**config.mk**
```make
export PLATFORM = sky130hd
export DESIGN_NAME = twoop_exec_unit
export DESIGN_NICKNAME = d
export VERILOG_FILES = /design/src/rtl/exu_pkg.sv /design/src/rtl/exu_operand_sel.sv /design/src/rtl/exu_arith.sv /design/src/rtl/exu_shifter.sv /design/src/rtl/twoop_exec_unit.sv
export SDC_FILE = /design/constraint.sdc
export NUM_CORES = 1
export LEC_CHECK = 0
export BUFFER_PORTS_ARGS = -buffer_cell sky130_fd_sc_hd__buf_4
export CAP_MARGIN = 20
export CORE_AREA = 2 2 96 116
export CTS_CLUSTER_DIAMETER = 50
export DETAILED_ROUTE_END_ITERATION = 16
export DIE_AREA = 0 0 98 118
export HOLD_SLACK_MARGIN = 0.03
export PLACE_DENSITY_LB_ADDON = 0.12
export REMOVE_ABC_BUFFERS = 1
export SKIP_LAST_GASP = 1
export SYNTH_ARGS = -nofsm -noshare
export SYNTH_HDL_FRONTEND = slang
export SYNTH_SLANG_ARGS = --single-unit
```
**constraint.sdc**
```tcl
create_clock -name clk -period 3.3 [get_ports clk]
set_clock_uncertainty 0.2 [all_clocks]
set_input_delay 0.165 -clock clk [delete_from_list [all_inputs] [get_ports clk]]
set_output_delay 0.165 -clock clk [all_outputs]
set_load 0.005 [all_outputs]
```
**src/rtl/exu_pkg.sv**
```systemverilog
package exu_pkg;
  localparam int DATA_W  = 16;
  localparam int IMM_W   = 8;
  localparam int SHAMT_W = 4;
  localparam int OPC_W   = 4;

  localparam logic [OPC_W-1:0] OPC_ARITH = 4'b0001;
  localparam logic [OPC_W-1:0] OPC_IMMADD = 4'b0010;
  localparam logic [OPC_W-1:0] OPC_LOGIC = 4'b0011;
  localparam logic [OPC_W-1:0] OPC_SHIFT = 4'b0100;

  typedef enum logic [1:0] {
    PICK_PASS  = 2'd0,
    PICK_SUM   = 2'd1,
    PICK_LOGIC = 2'd2,
    PICK_SHIFT = 2'd3
  } pick_e;
endpackage

```
**src/rtl/exu_operand_sel.sv**
```systemverilog
module exu_operand_sel #(
  parameter int W  = 16,
  parameter int IW = 8
) (
  input  logic [W-1:0]  reg_b,
  input  logic [IW-1:0] imm,
  input  logic          use_imm,
  input  logic          sext,
  output logic [W-1:0]  opnd_b
);
  localparam int PAD = W - IW;

  logic [W-1:0] imm_wide;

  always_comb begin
    if (sext) imm_wide = {{PAD{imm[IW-1]}}, imm};
    else      imm_wide = {{PAD{1'b0}}, imm};
    opnd_b = use_imm ? imm_wide : reg_b;
  end
endmodule

```
**src/rtl/exu_arith.sv**
```systemverilog
module exu_arith #(
  parameter int W = 16
) (
  input  logic [W-1:0] a,
  input  logic [W-1:0] b,
  input  logic         subtract,
  input  logic         nor_mode,
  output logic [W-1:0] sum,
  output logic [W-1:0] bitwise
);
  logic [W-1:0] b_eff;

  always_comb begin
    b_eff   = subtract ? ~b : b;
    sum     = a + b_eff + W'(subtract);
    bitwise = nor_mode ? ~(a | b) : (a & b);
  end
endmodule

```
**src/rtl/exu_shifter.sv**
```systemverilog
module exu_shifter #(
  parameter int W  = 16,
  parameter int SW = 4
) (
  input  logic [W-1:0]  din,
  input  logic [SW-1:0] amt,
  input  logic          to_right,
  output logic [W-1:0]  dout
);
  logic [W-1:0] stage [SW+1];

  assign stage[0] = din;

  generate
    for (genvar k = 0; k < SW; k++) begin : g_stage
      localparam int DIST = 1 << k;
      logic [W-1:0] moved;
      assign moved = to_right ? (stage[k] >> DIST) : (stage[k] << DIST);
      assign stage[k+1] = amt[k] ? moved : stage[k];
    end
  endgenerate

  assign dout = stage[SW];
endmodule

```
**src/rtl/twoop_exec_unit.sv**
```systemverilog
module twoop_exec_unit
  import exu_pkg::*;
#(
  parameter int W  = DATA_W,
  parameter int IW = IMM_W,
  parameter int SW = SHAMT_W
) (
  input  logic          clk,
  input  logic          rst,
  input  logic [W-1:0]  src_a,
  input  logic [W-1:0]  src_b,
  input  logic [IW-1:0] imm8,
  input  logic [SW-1:0] shamt,
  input  logic [OPC_W-1:0] opcode,
  input  logic          variant,
  output logic [W-1:0]  wb_data,
  output logic          src_is_zero
);
  pick_e        pick;
  logic         use_imm;
  logic         do_sub;
  logic [W-1:0] opnd_b;
  logic [W-1:0] sum_v;
  logic [W-1:0] logic_v;
  logic [W-1:0] shift_v;
  logic [W-1:0] next_wb;

  always_comb begin
    pick    = PICK_PASS;
    use_imm = 1'b0;
    do_sub  = 1'b0;
    unique case (opcode)
      OPC_ARITH: begin
        pick   = PICK_SUM;
        do_sub = variant;
      end
      OPC_IMMADD: begin
        pick    = PICK_SUM;
        use_imm = 1'b1;
      end
      OPC_LOGIC: pick = PICK_LOGIC;
      OPC_SHIFT: pick = PICK_SHIFT;
      default:   pick = PICK_PASS;
    endcase
  end

  exu_operand_sel #(.W(W), .IW(IW)) u_opsel (
    .reg_b   (src_b),
    .imm     (imm8),
    .use_imm (use_imm),
    .sext    (variant),
    .opnd_b  (opnd_b)
  );

  exu_arith #(.W(W)) u_arith (
    .a        (src_a),
    .b        (opnd_b),
    .subtract (do_sub),
    .nor_mode (variant),
    .sum      (sum_v),
    .bitwise  (logic_v)
  );

  exu_shifter #(.W(W), .SW(SW)) u_shift (
    .din      (src_a),
    .amt      (shamt),
    .to_right (variant),
    .dout     (shift_v)
  );

  always_comb begin
    unique case (pick)
      PICK_SUM:   next_wb = sum_v;
      PICK_LOGIC: next_wb = logic_v;
      PICK_SHIFT: next_wb = shift_v;
      default:    next_wb = src_a;
    endcase
  end

  always_ff @(posedge clk) begin
    if (rst) begin
      wb_data     <= '0;
      src_is_zero <= 1'b0;
    end else begin
      wb_data     <= next_wb;
      src_is_zero <= (src_a == '0);
    end
  end
endmodule

```
# ---- After elaboration in Yosys (flattened, before gate mapping)
# Cells that the tools add are included.
# Widths: inputs -> output; s select.
dict set report totals {
  reg_bits 17
  latchBits 0
  ramBits 0
  romBits 0
  inputBits 51
  out_inout_bits 17
  memories 0
}
dict set report classes {
  add_sub_neg 2
  mul 0
  div_mod_pow 0
  magnitude_cmp 0
  eq_ne 7
  n_shift 0
  muxes 16
  bitwise 4
  reduce_logical 2
}
# op n
set op_table {}
lappend op_table {{$mux 16} 12}
lappend op_table {{$pmux 16 s3} 1}
lappend op_table {{$not 16->16} 2}
lappend op_table {{$add 16x1->16} 1}
lappend op_table {{$add 16x16->16} 1}
lappend op_table {{$and 16x16->16} 1}
lappend op_table {{$logic_not 16->1} 1}
lappend op_table {{$or 16x16->16} 1}
lappend op_table {{$eq 4x2->1 const B} 2}
lappend op_table {{$pmux 2 s3} 1}
lappend op_table {{$eq 2x2->1 const B} 2}
lappend op_table {{$eq 4x1->1 const B} 1}
lappend op_table {{$eq 4x3->1 const B} 1}
lappend op_table {{$eq 2x1->1 const B} 1}
lappend op_table {{$mux 1} 2}
lappend op_table {{$reduce_or 2->1} 1}

# ---- Logic depth before layout (Yosys ltp)
# Gate-level depths: netlist (run 1).
dict set report depth {
  word_depth 9
  ltp_mapped 14
  depth_no_buf 11
}

# ---- By module
# Synthesis (run 1) repeated with hierarchy kept, for this count alone.
dict set report unflattened {
  cells_unflattened 568
  hier_area_um2 4170.2
}
# module n_inst cells_each area_each_um2
set by_module_without_submodules {}
lappend by_module_without_submodules {exu_shifter 1 247 1647.8}
lappend by_module_without_submodules {twoop_exec_unit 1 125 1169.9}
lappend by_module_without_submodules {exu_arith 1 169 1156.1}
lappend by_module_without_submodules {exu_operand_sel 1 27 196.4}

# ---- Least setup slack after synthesis (run 1)
# Ideal clock, no wire load.
dict set report synth_timing {
  kind {input to register}
  start {input opcode[0]}
  end {register wb_data[7]}
  arrival_ps 2948
  setup_slack_ps 61
  cell_stages 12
  path_buffers 2
  path_cell_list {buf_6 or4b_4 buf_12 mux2i_4 xor2_1 ha_1 nand4_1 mux2_4 a41oi_4 nor2_2 or3_1 a311oi_1}
}
dict set report synth_between {
  elab_chain_len 8
  word_cells_on_any_way 21
  cone_classes {add/sub (2); eq/ne (7); mux (7); bitwise (4); reduce/logical (1)}
}
# element line
set synth_rtl {}
lappend synth_rtl {{start, declared} twoop_exec_unit.sv:14} ;# input logic [OPC_W-1:0] opcode,
lappend synth_rtl {{$eq 4x2->1} twoop_exec_unit.sv:32} ;# unique case (opcode)
lappend synth_rtl {{$mux 1} twoop_exec_unit.sv:32}
lappend synth_rtl {{$mux 16} exu_operand_sel.sv:18} ;# opnd_b = use_imm ? imm_wide : reg_b;
lappend synth_rtl {{$not 16->16} exu_arith.sv:14} ;# b_eff = subtract ? ~b : b;
lappend synth_rtl {{$mux 16} exu_arith.sv:14}
lappend synth_rtl {{$add 16x16->16} exu_arith.sv:15} ;# sum = a + b_eff + W'(subtract);
lappend synth_rtl {{$add 16x1->16} exu_arith.sv:15}
lappend synth_rtl {{$pmux 16 s3 (*)} twoop_exec_unit.sv:72} ;# unique case (pick)
lappend synth_rtl {{end signal, assigned} twoop_exec_unit.sv:85} ;# wb_data <= next_wb;
lappend synth_rtl {{end, declared} twoop_exec_unit.sv:16} ;# output logic [W-1:0] wb_data,
# Every way passes the cells marked *; elsewhere a longest branch is shown, timed or not.
# A chain may end at the register's enable or synchronous reset.

# ---- Final worst setup path (run 1)
dict set report layout_timing {
  start {input opcode[0]}
  end {register wb_data[15]}
}
# The elaborated chain is that of the path after synthesis.

==> metrics.md, run 1 <==
| Metric | Value |
|---|---|
| Die Span X | `98 µm` |
| GR peak layer | `met2` |
| Startpoint Class | `primary input` |
| Area Overhead vs Synth | `19.56%` |
| Placed cell area | `0.004770 mm²` |
| CP arrival | `3070 ps` |
| Final hold viol count | `0` |
| Post-layout instance area | `0.004887 mm²` |
| Worst vdd ir | `0.0001601 V` |
| Hold Path Class | `primary input to flop` |
| Post-synthesis sequential area ratio | `8.326%` |
| Period utilization | `94.73%` |
| Critical Setup Path Class | `primary input to flop` |
| CTS Sinks | `17` |
| Minimum clock period | `3126 ps` |
| Detail Route Antenna Nets | `0` |
| Share of cells above drive strength 1 | `20.88%` |
| Most common cell after layout, fill and taps aside | `buf_4` |
| WL final | `16150 µm` |
| Die ar. | `0.01156 mm²` |
| Synthesis Warnings | `0` |
| Largest cells by area after synthesis | `mux2i_1, dfxtp_1, a21oi_1` |
| # rows | `41` |
| DRC viols | `0` |
| Synth Area per Inst | `6.976 µm²` |
| Vias per cell | `6.273` |
| M1 GR Usage | `36.41%` |
| Clk root buf | `clkbuf_16` |
| Core area | `0.01041 mm²` |
| Max Clock Freq | `319.9 MHz` |
| Cts bufs inserted | `3` |
| Largest net degree at the start of global routing | `50` |
| Post-synth top area share | `9.305%` |
| Max-slew violation count | `0` |
| Routability cong. | `0.9957` |
| Dominant synthesized flop cell | `dfxtp_1` |
| Via Count | `4805` |
| Diodes inserted | `0` |
| Routed len/inst | `21.08 µm` |
| DP HPWL | `12150 µm` |
| I/O pin cnt | `68` |
| Commonest cells after routing, fill and taps aside | `buf_4, nor2_1, a21oi_1, o21ai_0, nand2_1` |
| Met2 Track Usage GR | `46.53%` |
| H-tree depth | `1` |
| DR iter-0 viols | `332` |
| I/O Buffers | `67` |
| CTS clk-pin slew, worst paths | `60 ps` |
| Design Power | `0.001223 W` |
| Final #Nets | `707` |
| RSZ-0062 raised after global routing | `false` |
| DRT Pass-1 Iters | `5` |
| # setup viols final | `0` |
| Setup Buffers After CTS | `0` |
| Clock tree buffer depth | `2` |
| TritonCTS clock tree | `done` |
| First-pass GRT wire length | `25600 µm` |
| Status | `finished, final reports clean` |
| Post-synth EDFFs | `0` |
| Post-synthesis async set-or-reset flop share | `0%` |
| Slew @ Worst Pin | `749.3 ps` |
| WP data required | `3240 ps` |
| Starting Density | `39.25%` |
| Number of global-route vias before repair | `4607` |
| Die height | `118 µm` |
| Final hold slack | `63.73 ps` |
| Synth Instances | `586` |
| GRT Util Overall | `27.33%` |
| GR Overflow Total | `0` |
| Synthesized area | `0.004088 mm²` |
| Initial antenna violation count | `0` |
| GR Util met3 | `2.138%` |
| PwrDens | `250.1 mW/mm²` |
| Max Cap Viol | `0` |
| Leak | `1.983 nW` |
| Crit-path max FO | `15` |
| Max-slew headroom at the worst pin | `50.00%` |
| Synth area leader | `mux2i_1` |
| Post-synth cell types | `75` |
| Worst setup EP type | `flop` |
| Final TNS setup | `0 ps` |
| Yosys reg bits | `17` |
-- per-stage QoR --
| step | cells | worst slack [ps] | utilization (%) |
|---|---|---|---|
| 2_1_floorplan | 529 | -103.2 | - |
| 3_3_place_gp | 759 | -65.03 | 45.80 |
| 3_5_place_dp | 759 | -53.86 | 45.80 |
| 4_1_cts | 766 | 197.7 | 46.86 |
| 5_1_grt | 766 | 1.078 | 46.93 |
| 6_report | 766 | 173.9 | 46.93 |
-- routing by layer --
| metal | share of wire (%) | vias up |
|---|---|---|
| met1 | 42 | 2274 |
| met4 | 2.4 | 0 |
| met3 | 6.9 | 25 |
| met2 | 49 | 214 |
| li1 | - | 2292 |
| met5 | 0 | - |
-- state kept, by name, summed over array words and instances (netlist names) --
signal       count
wb_data         16
src_is_zero      1
-- synthesized netlist by cell type, types with 4 or more instances --
library cell / count
a211oi_1: 20
a21o_1: 9
a21oi_1: 48
a311oi_1: 7
and3_1: 7
buf_2: 14
clkbuf_1: 34
dfxtp_1: 17
ha_1: 17
inv_1: 10
mux2i_1: 38
mux2i_4: 7
nand2_1: 43
nand2b_1: 17
nand3_1: 15
nand4_1: 10
nor2_1: 63
nor2b_1: 6
nor3_1: 17
nor4_1: 7
o211ai_1: 9
o21a_1: 4
o21ai_0: 46
o22ai_1: 15
o31ai_1: 6
xnor2_1: 4
xor2_1: 21
-- layout make-up --
| class | instances | area [µm²] |
|---|---|---|
| timing repair buffer | 104 | 813.3 |
| sequential | 17 | 340.3 |
| clock buffer | 3 | 75.07 |
| inverter | 10 | 37.54 |
| tap | 129 | 161.4 |
| clock inverter | 1 | 5.005 |
| multi-input combinational | 502 | 3455 |
| fill | 1085 | 5527 |
-- worst max-delay path, cell delays in order --
cell      delay (ps)
buf_4            120
or4b_4           650
buf_12           210
a21oi_1          180
xor2_1           210
ha_1             290
a21oi_1          250
o21a_1           220
o211ai_1         110
a22oi_1          280
mux2i_1          250
o31ai_1          110
-- where the power goes --
part	internal, W	switching, W
logic	0.000307	0.000418
registers	0.000223	0.00000554
clock network	0.000163	0.000105
-- timing repair --
item	4_1_cts	5_1_grt
hold endpoints to repair	6	0
hold buffers	3	0
resized for setup	0	3
endpoints found under the setup margin	0	2
-- worst paths after layout --
kind	cells after the start	endpoint	start	slack [ps]
worst max-delay path	12	wb_data[15]	opcode[0]	170
worst min-delay path	3	wb_data[14]	src_a[14]	60
-- cells by family (layout without fill, tap and decap cells) --
group | count (synthesis) | after routing | share of synthesized area [%]
AOI/OAI and AO/OA | 202 | 202 | 32.54
xor gates and xnor gates | 26 | 26 | 5.908
adders and majority gates | 18 | 18 | 5.693
buffers and inverters | 67 | 118 | 7.560
DFF | 17 | 17 | 8.326
muxes | 48 | 48 | 14.36
and+or+nand+nor | 208 | 208 | 25.62
Note: power is estimated with default switching activity, not from simulation.
==> run 2: changes to the inputs <==
- PLACE_DENSITY: not set -> 0.72
- PLACE_DENSITY_LB_ADDON: 0.12 -> not set
- SKIP_LAST_GASP: 1 -> not set
==> run 2 against run 1 <==
Count of clock-buffer cells in the layout grew 1. Non-clock buffer count shrank 4. Sequential share of layout area grew 0.065 points. Maximum frequency shrank 2.0%. Critical path depth is the same. Via count grew 4.5%. Clock power shrank 3%. Worst setup slack lost 64 ps. Flip-flop and latch count is the same. Critical path type unchanged. Critical endpoint is now wb_data[14]. Largest cell class unchanged.
==> metrics.md, run 2 (synthesized netlist as in run 1, its figures left out) <==
| Metric | Value |
|---|---|
| Worst vdd ir | `0.0001692 V` |
| Multi-input logic area | `0.003453 mm²` |
| PwrDens | `250.4 mW/mm²` |
| Flop pwr share | `19.0%` |
| Final hold viol count | `0` |
| Crit-path cells | `buf_4 -> or4b_4 -> mux2i_4 -> xor2_1 -> inv_1 -> fa_1 -> nand2b_1 -> a21o_1 -> a21oi_1 -> o21ai_0 -> mux2i_1 -> a211oi_1` |
| Die Span X | `98 µm` |
| Int Pwr | `0.0006905 W` |
| Fillers | `1060` |
| Status | `finished, final reports clean` |
| Period utilization | `96.68%` |
| DP HPWL | `12440 µm` |
| Max-slew headroom at the worst pin | `51.63%` |
| Largest registers | `wb_data: 16 flops, src_is_zero: 1 flops` |
| Hold path endpoint | `wb_data[2]` |
| Max Clock Freq | `313.4 MHz` |
| Initial antenna violation count | `0` |
| Seq. cell area | `340.3 µm²` |
| Largest Register | `wb_data` |
| Vias per cell | `6.588` |
| Die height | `118 µm` |
| Clock tree buffer depth | `2` |
| GR Overflow Total | `0` |
| Cts bufs inserted | `3` |
| DRC viols | `0` |
| Max FFs per register | `16` |
| Share of cells above drive strength 1 | `20.22%` |
| Diodes inserted | `0` |
| Largest net degree at the start of global routing | `68` |
| Final core occ | `46.50%` |
| Most common cell after layout, fill and taps aside | `buf_4` |
| I/O pin cnt | `68` |
| DRT Pass-1 Iters | `5` |
| Final #Nets | `703` |
| # setup viols final | `0` |
| Max-slew violation count | `0` |
| Worst hold path depth | `3` |
| # rows | `41` |
| WL final | `16490 µm` |
| I/O Buffers | `67` |
| First-pass GRT wire length | `26030 µm` |
| Clk pwr share | `21.3%` |
| Placed Cells | `755` |
| Starting Density | `39.25%` |
| CP max stage delay | `650 ps` |
| Crit-path max FO | `5` |
| GRT Util Overall | `27.64%` |
| DR iter-0 viols | `432` |
| Minimum clock period | `3190 ps` |
| Number of global-route vias before repair | `4835` |
| Comb pwr share | `59.7%` |
| Leak | `1.956 nW` |
| Routability cong. | `1.016` |
| Fin cells | `762` |
| CP arrival | `3160 ps` |
| CTS clk-pin slew, worst paths | `60 ps` |
| Sw Ratio | `43.05%` |
| TritonCTS clock tree | `done` |
| Hold Path Class | `primary input to flop` |
| Max Cap Viol | `0` |
| Detail Route Antenna Nets | `0` |
| Setup Buffers After CTS | `0` |
| Core area | `0.01041 mm²` |
| Commonest cells after routing, fill and taps aside | `buf_4, nor2_1, a21oi_1, o21ai_0, nand2_1` |
| RSZ-0062 raised after global routing | `false` |
| H-tree depth | `1` |
| Routed len/inst | `21.64 µm` |
| Net Switching | `0.0005220 W` |
| Area Overhead vs Synth | `18.46%` |
| Critical-path top delay cell | `or4b_4` |
| Slew @ Worst Pin | `725.5 ps` |
| Worst hold path startpoint | `src_a[2]` |
| Critical Setup Path Class | `primary input to flop` |
| Die ar. | `0.01156 mm²` |
| Worst setup EP type | `flop` |
| CTS Sinks | `17` |
| Startpoint Class | `primary input` |
| Via Count | `5020` |
| WP data required | `3270 ps` |
| Clk root buf | `clkbuf_16` |
-- run 2: stage by stage --
step	hold WS (ps)	TNS, ps	power [W]	area [µm²]	setup WS, ps
final	78.44	0	0.001213	4842	109.6
after global routing	104.5	0	0.001281	4842	20.09
after CTS	69.75	0	0.001194	4830	136.5
after detailed placement	226.5	-222.9	0.0009334	4721	-101.8
after global placement	216.9	-163.8	0.0009225	4721	-104.1
after floorplan	29.65	-103.2	0.0006221	3816	-103.2
-- run 2: power by group through the flow --
stage               Sequential (W)  Clock, W  Combinational, W
floorplan                 0.000235         0          0.000387
CTS                       0.000230  0.000260          0.000704
detailed placement        0.000234         0          0.000699
global placement          0.000234         0          0.000689
finish                    0.000230  0.000259          0.000724
global route              0.000231  0.000270          0.000779
-- run 2: worst max-delay path by stage --
stage / from / endpoint / slack [ps] / cells past startpoint
after floorplan: opcode[3] / wb_data[7] / -100 / 10
after global placement: opcode[0] / wb_data[15] / -100 / 12
after detailed placement: opcode[0] / wb_data[15] / -100 / 12
after CTS: opcode[0] / wb_data[15] / 140 / 12
after global routing: opcode[0] / wb_data[14] / 20 / 12
final: opcode[0] / wb_data[14] / 110 / 12
-- run 2: what timing repair did --
item,CTS,global route
endpoints found under the hold margin,8,0
gates resized for setup,0,3
setup endpoints to repair,0,1
hold buffers,3,0
-- run 2: per-layer routing --
metal,routed length (µm),global-route usage (%),vias up
met5,0,0,-
met4,891,14.32,0
met3,1581,3.029,67
met2,7712,45.85,304
met1,6308,35.01,2365
li1,-,-,2284
-- run 2: worst max-delay path: cells and delay by family --
family / cells / cell delay, ps
AOI/OAI and AO/OA: 4 / 940
muxes: 2 / 400
adders and majority gates: 1 / 400
buffers and inverters: 2 / 190
xor gates and xnor gates: 1 / 230
and+or+nand+nor: 2 / 830
-- run 2: area by class of cell --
class	count	share of cell area, %
clock buffer	4	1.628
inverter	10	0.7752
multi-input combinational	502	71.32
sequential	17	7.028
tap	129	3.333
timing repair buffer	100	15.92
==> run 3: changes to the inputs <==
- HOLD_SLACK_MARGIN: 0.03 -> not set
- PLACE_DENSITY: 0.72 -> 0.66
==> run 3 against run 2 <==
Routed wire length down 2.2%. Combinational power about the same. Maximum frequency increased by 2.8%. Sequential share of layout area hardly changed. Critical path depth unchanged. Clock power up 5%. Die area unchanged. Final cell count is 0.39% higher. Power increased by 1.2%. Via count shrank 3.6%. Critical endpoint unchanged.
==> metrics.md, run 3 (synthesized netlist as in run 1, its figures left out) <==
| Metric | Value |
|---|---|
| DRC viols | `0` |
| Final #Nets | `706` |
| Routability cong. | `1.016` |
| RSZ-0062 raised after global routing | `false` |
| Worst hold path startpoint | `rst` |
| Largest Register | `wb_data` |
| Clk pwr share | `22.3%` |
| Sw Ratio | `43.46%` |
| # rows | `41` |
| GR peak layer | `met2` |
| Leak | `1.969 nW` |
| Die height | `118 µm` |
| Detail Route Antenna Nets | `0` |
| Max Clock Freq | `322.3 MHz` |
| PwrDens | `252.8 mW/mm²` |
| Net Switching | `0.0005333 W` |
| GR Util met3 | `1.128%` |
| Worst vdd ir | `0.0001723 V` |
| M1 GR Usage | `36.64%` |
| GRT Util Overall | `27.51%` |
| Die Span X | `98 µm` |
| Area Overhead vs Synth | `18.73%` |
| DRT Pass-1 Iters | `5` |
| Most common cell after layout, fill and taps aside | `buf_4` |
| Starting Density | `39.25%` |
| CP arrival | `3040 ps` |
| DR iter-0 viols | `404` |
| Initial antenna violation count | `0` |
| Startpoint Class | `primary input` |
| Max FFs per register | `16` |
| WP data required | `3240 ps` |
| Core area | `0.01041 mm²` |
| Setup Buffers After CTS | `0` |
| I/O Buffers | `67` |
| Cts bufs inserted | `3` |
| Clock tree buffer depth | `2` |
| I/O pin cnt | `68` |
| Die ar. | `0.01156 mm²` |
| Clk root buf | `clkbuf_16` |
| Flop pwr share | `18.7%` |
| Status | `finished, final reports clean` |
| Met2 Track Usage GR | `44.82%` |
| Placed cell area | `0.004751 mm²` |
| Final hold viol count | `0` |
| TritonCTS clock tree | `done` |
| Period utilization | `94.01%` |
| Slew @ Worst Pin | `709.0 ps` |
| GR Overflow Total | `0` |
| CTS clk-pin slew, worst paths | `70 ps` |
| H-tree depth | `1` |
| First-pass GRT wire length | `25760 µm` |
| Design Power | `0.001227 W` |
| Comb pwr share | `59.0%` |
| DP HPWL | `12300 µm` |
| CTS Sinks | `17` |
| Commonest cells after routing, fill and taps aside | `buf_4, nor2_1, a21oi_1, o21ai_0, nand2_1` |
| Routed len/inst | `21.08 µm` |
| WL final | `16120 µm` |
| Largest registers | `wb_data: 16 flops, src_is_zero: 1 flops` |
| Via Count | `4838` |
| Critical Setup Path Class | `primary input to flop` |
| Hold Path Class | `primary input to flop` |
| # setup viols final | `0` |
| Vias per cell | `6.324` |
| Int Pwr | `0.0006937 W` |
| Max-slew violation count | `0` |
| Diodes inserted | `0` |
| Share of cells above drive strength 1 | `20.44%` |
| Max-slew headroom at the worst pin | `52.73%` |
| Crit-path max FO | `10` |
| Minimum clock period | `3102 ps` |
| Worst hold path depth | `2` |
| Hold path endpoint | `wb_data[7]` |
| Post-layout instance area | `0.004853 mm²` |
| Max Cap Viol | `0` |
| Largest net degree at the start of global routing | `68` |
| Number of global-route vias before repair | `4684` |
| Worst setup EP type | `flop` |
-- run 3: changes by cell type in the layout (fill, tap and decap cells not counted), sizes merged --
cell	previous run	this run
buf	97	101
dlygate4sd3	3	2
-- run 3: cell type report --
| type | instances | area, µm² |
|---|---|---|
| Fill cell | 1079 | 5560 |
| Clock buffer | 4 | 78.83 |
| Timing Repair Buffer | 103 | 790.8 |
| Inverter | 10 | 37.54 |
| Multi-Input combinational cell | 502 | 3445 |
| Sequential cell | 17 | 340.3 |
| Tap cell | 129 | 161.4 |
-- run 3: how the worst max path moves through the flow --
stage | slack (ps) | cells after the start | endpoint | start
after floorplan | -100 | 10 | wb_data[7] | opcode[3]
after global placement | -30 | 12 | wb_data[14] | opcode[0]
after detailed placement | -30 | 12 | wb_data[14] | opcode[0]
after CTS | 220 | 12 | wb_data[14] | opcode[0]
after global routing | 5 | 12 | wb_data[14] | opcode[0]
final | 200 | 12 | wb_data[14] | opcode[0]
-- run 3: critical path: stages --
cell	delay, ps
buf_4	110
or4b_4	640
buf_4	250
mux2i_4	190
xor2_1	210
ha_1	320
o21a_1	200
o21ai_0	200
a21oi_2	80
o21ai_0	280
mux2i_1	290
a211oi_1	100
-- run 3: repair_timing --
item	in CTS	in global routing
resized for setup	0	1
endpoints found under the hold margin	1	0
setup endpoints to repair	0	1
hold buffers	2	0
-- run 3: through the flow --
step | util [%] | worst slack [ps] | cells | hold WS, ps | TNS, ps
after floorplan | - | -103.2 | 529 | 29.65 | -103.2
after global placement | 45.62 | -28.76 | 759 | 229.2 | -28.76
after detailed placement | 45.62 | -29.48 | 759 | 224.7 | -56.44
after CTS | 46.57 | 224.3 | 765 | 19.62 | 0
after global routing | 46.61 | 4.708 | 765 | 42.15 | 0
final | 46.61 | 197.6 | 765 | 25.66 | 0
-- run 3: per-layer routing --
| layer | vias to the layer above | part of all wire [%] |
|---|---|---|
| li1 | 2288 | - |
| met1 | 2287 | 42 |
| met2 | 215 | 47 |
| met3 | 48 | 6.2 |
| met4 | 0 | 4.7 |
| met5 | - | 0 |
-- run 3: power groups by stage --
stage	Sequential [W]	Combinational, W	Clock [W]
2_1_floorplan	0.000235	0.000387	0
3_3_place_gp	0.000234	0.000698	0
3_5_place_dp	0.000234	0.000706	0
4_1_cts	0.000230	0.000711	0.000272
5_1_grt	0.000231	0.000786	0.000274
6_report	0.000229	0.000724	0.000273
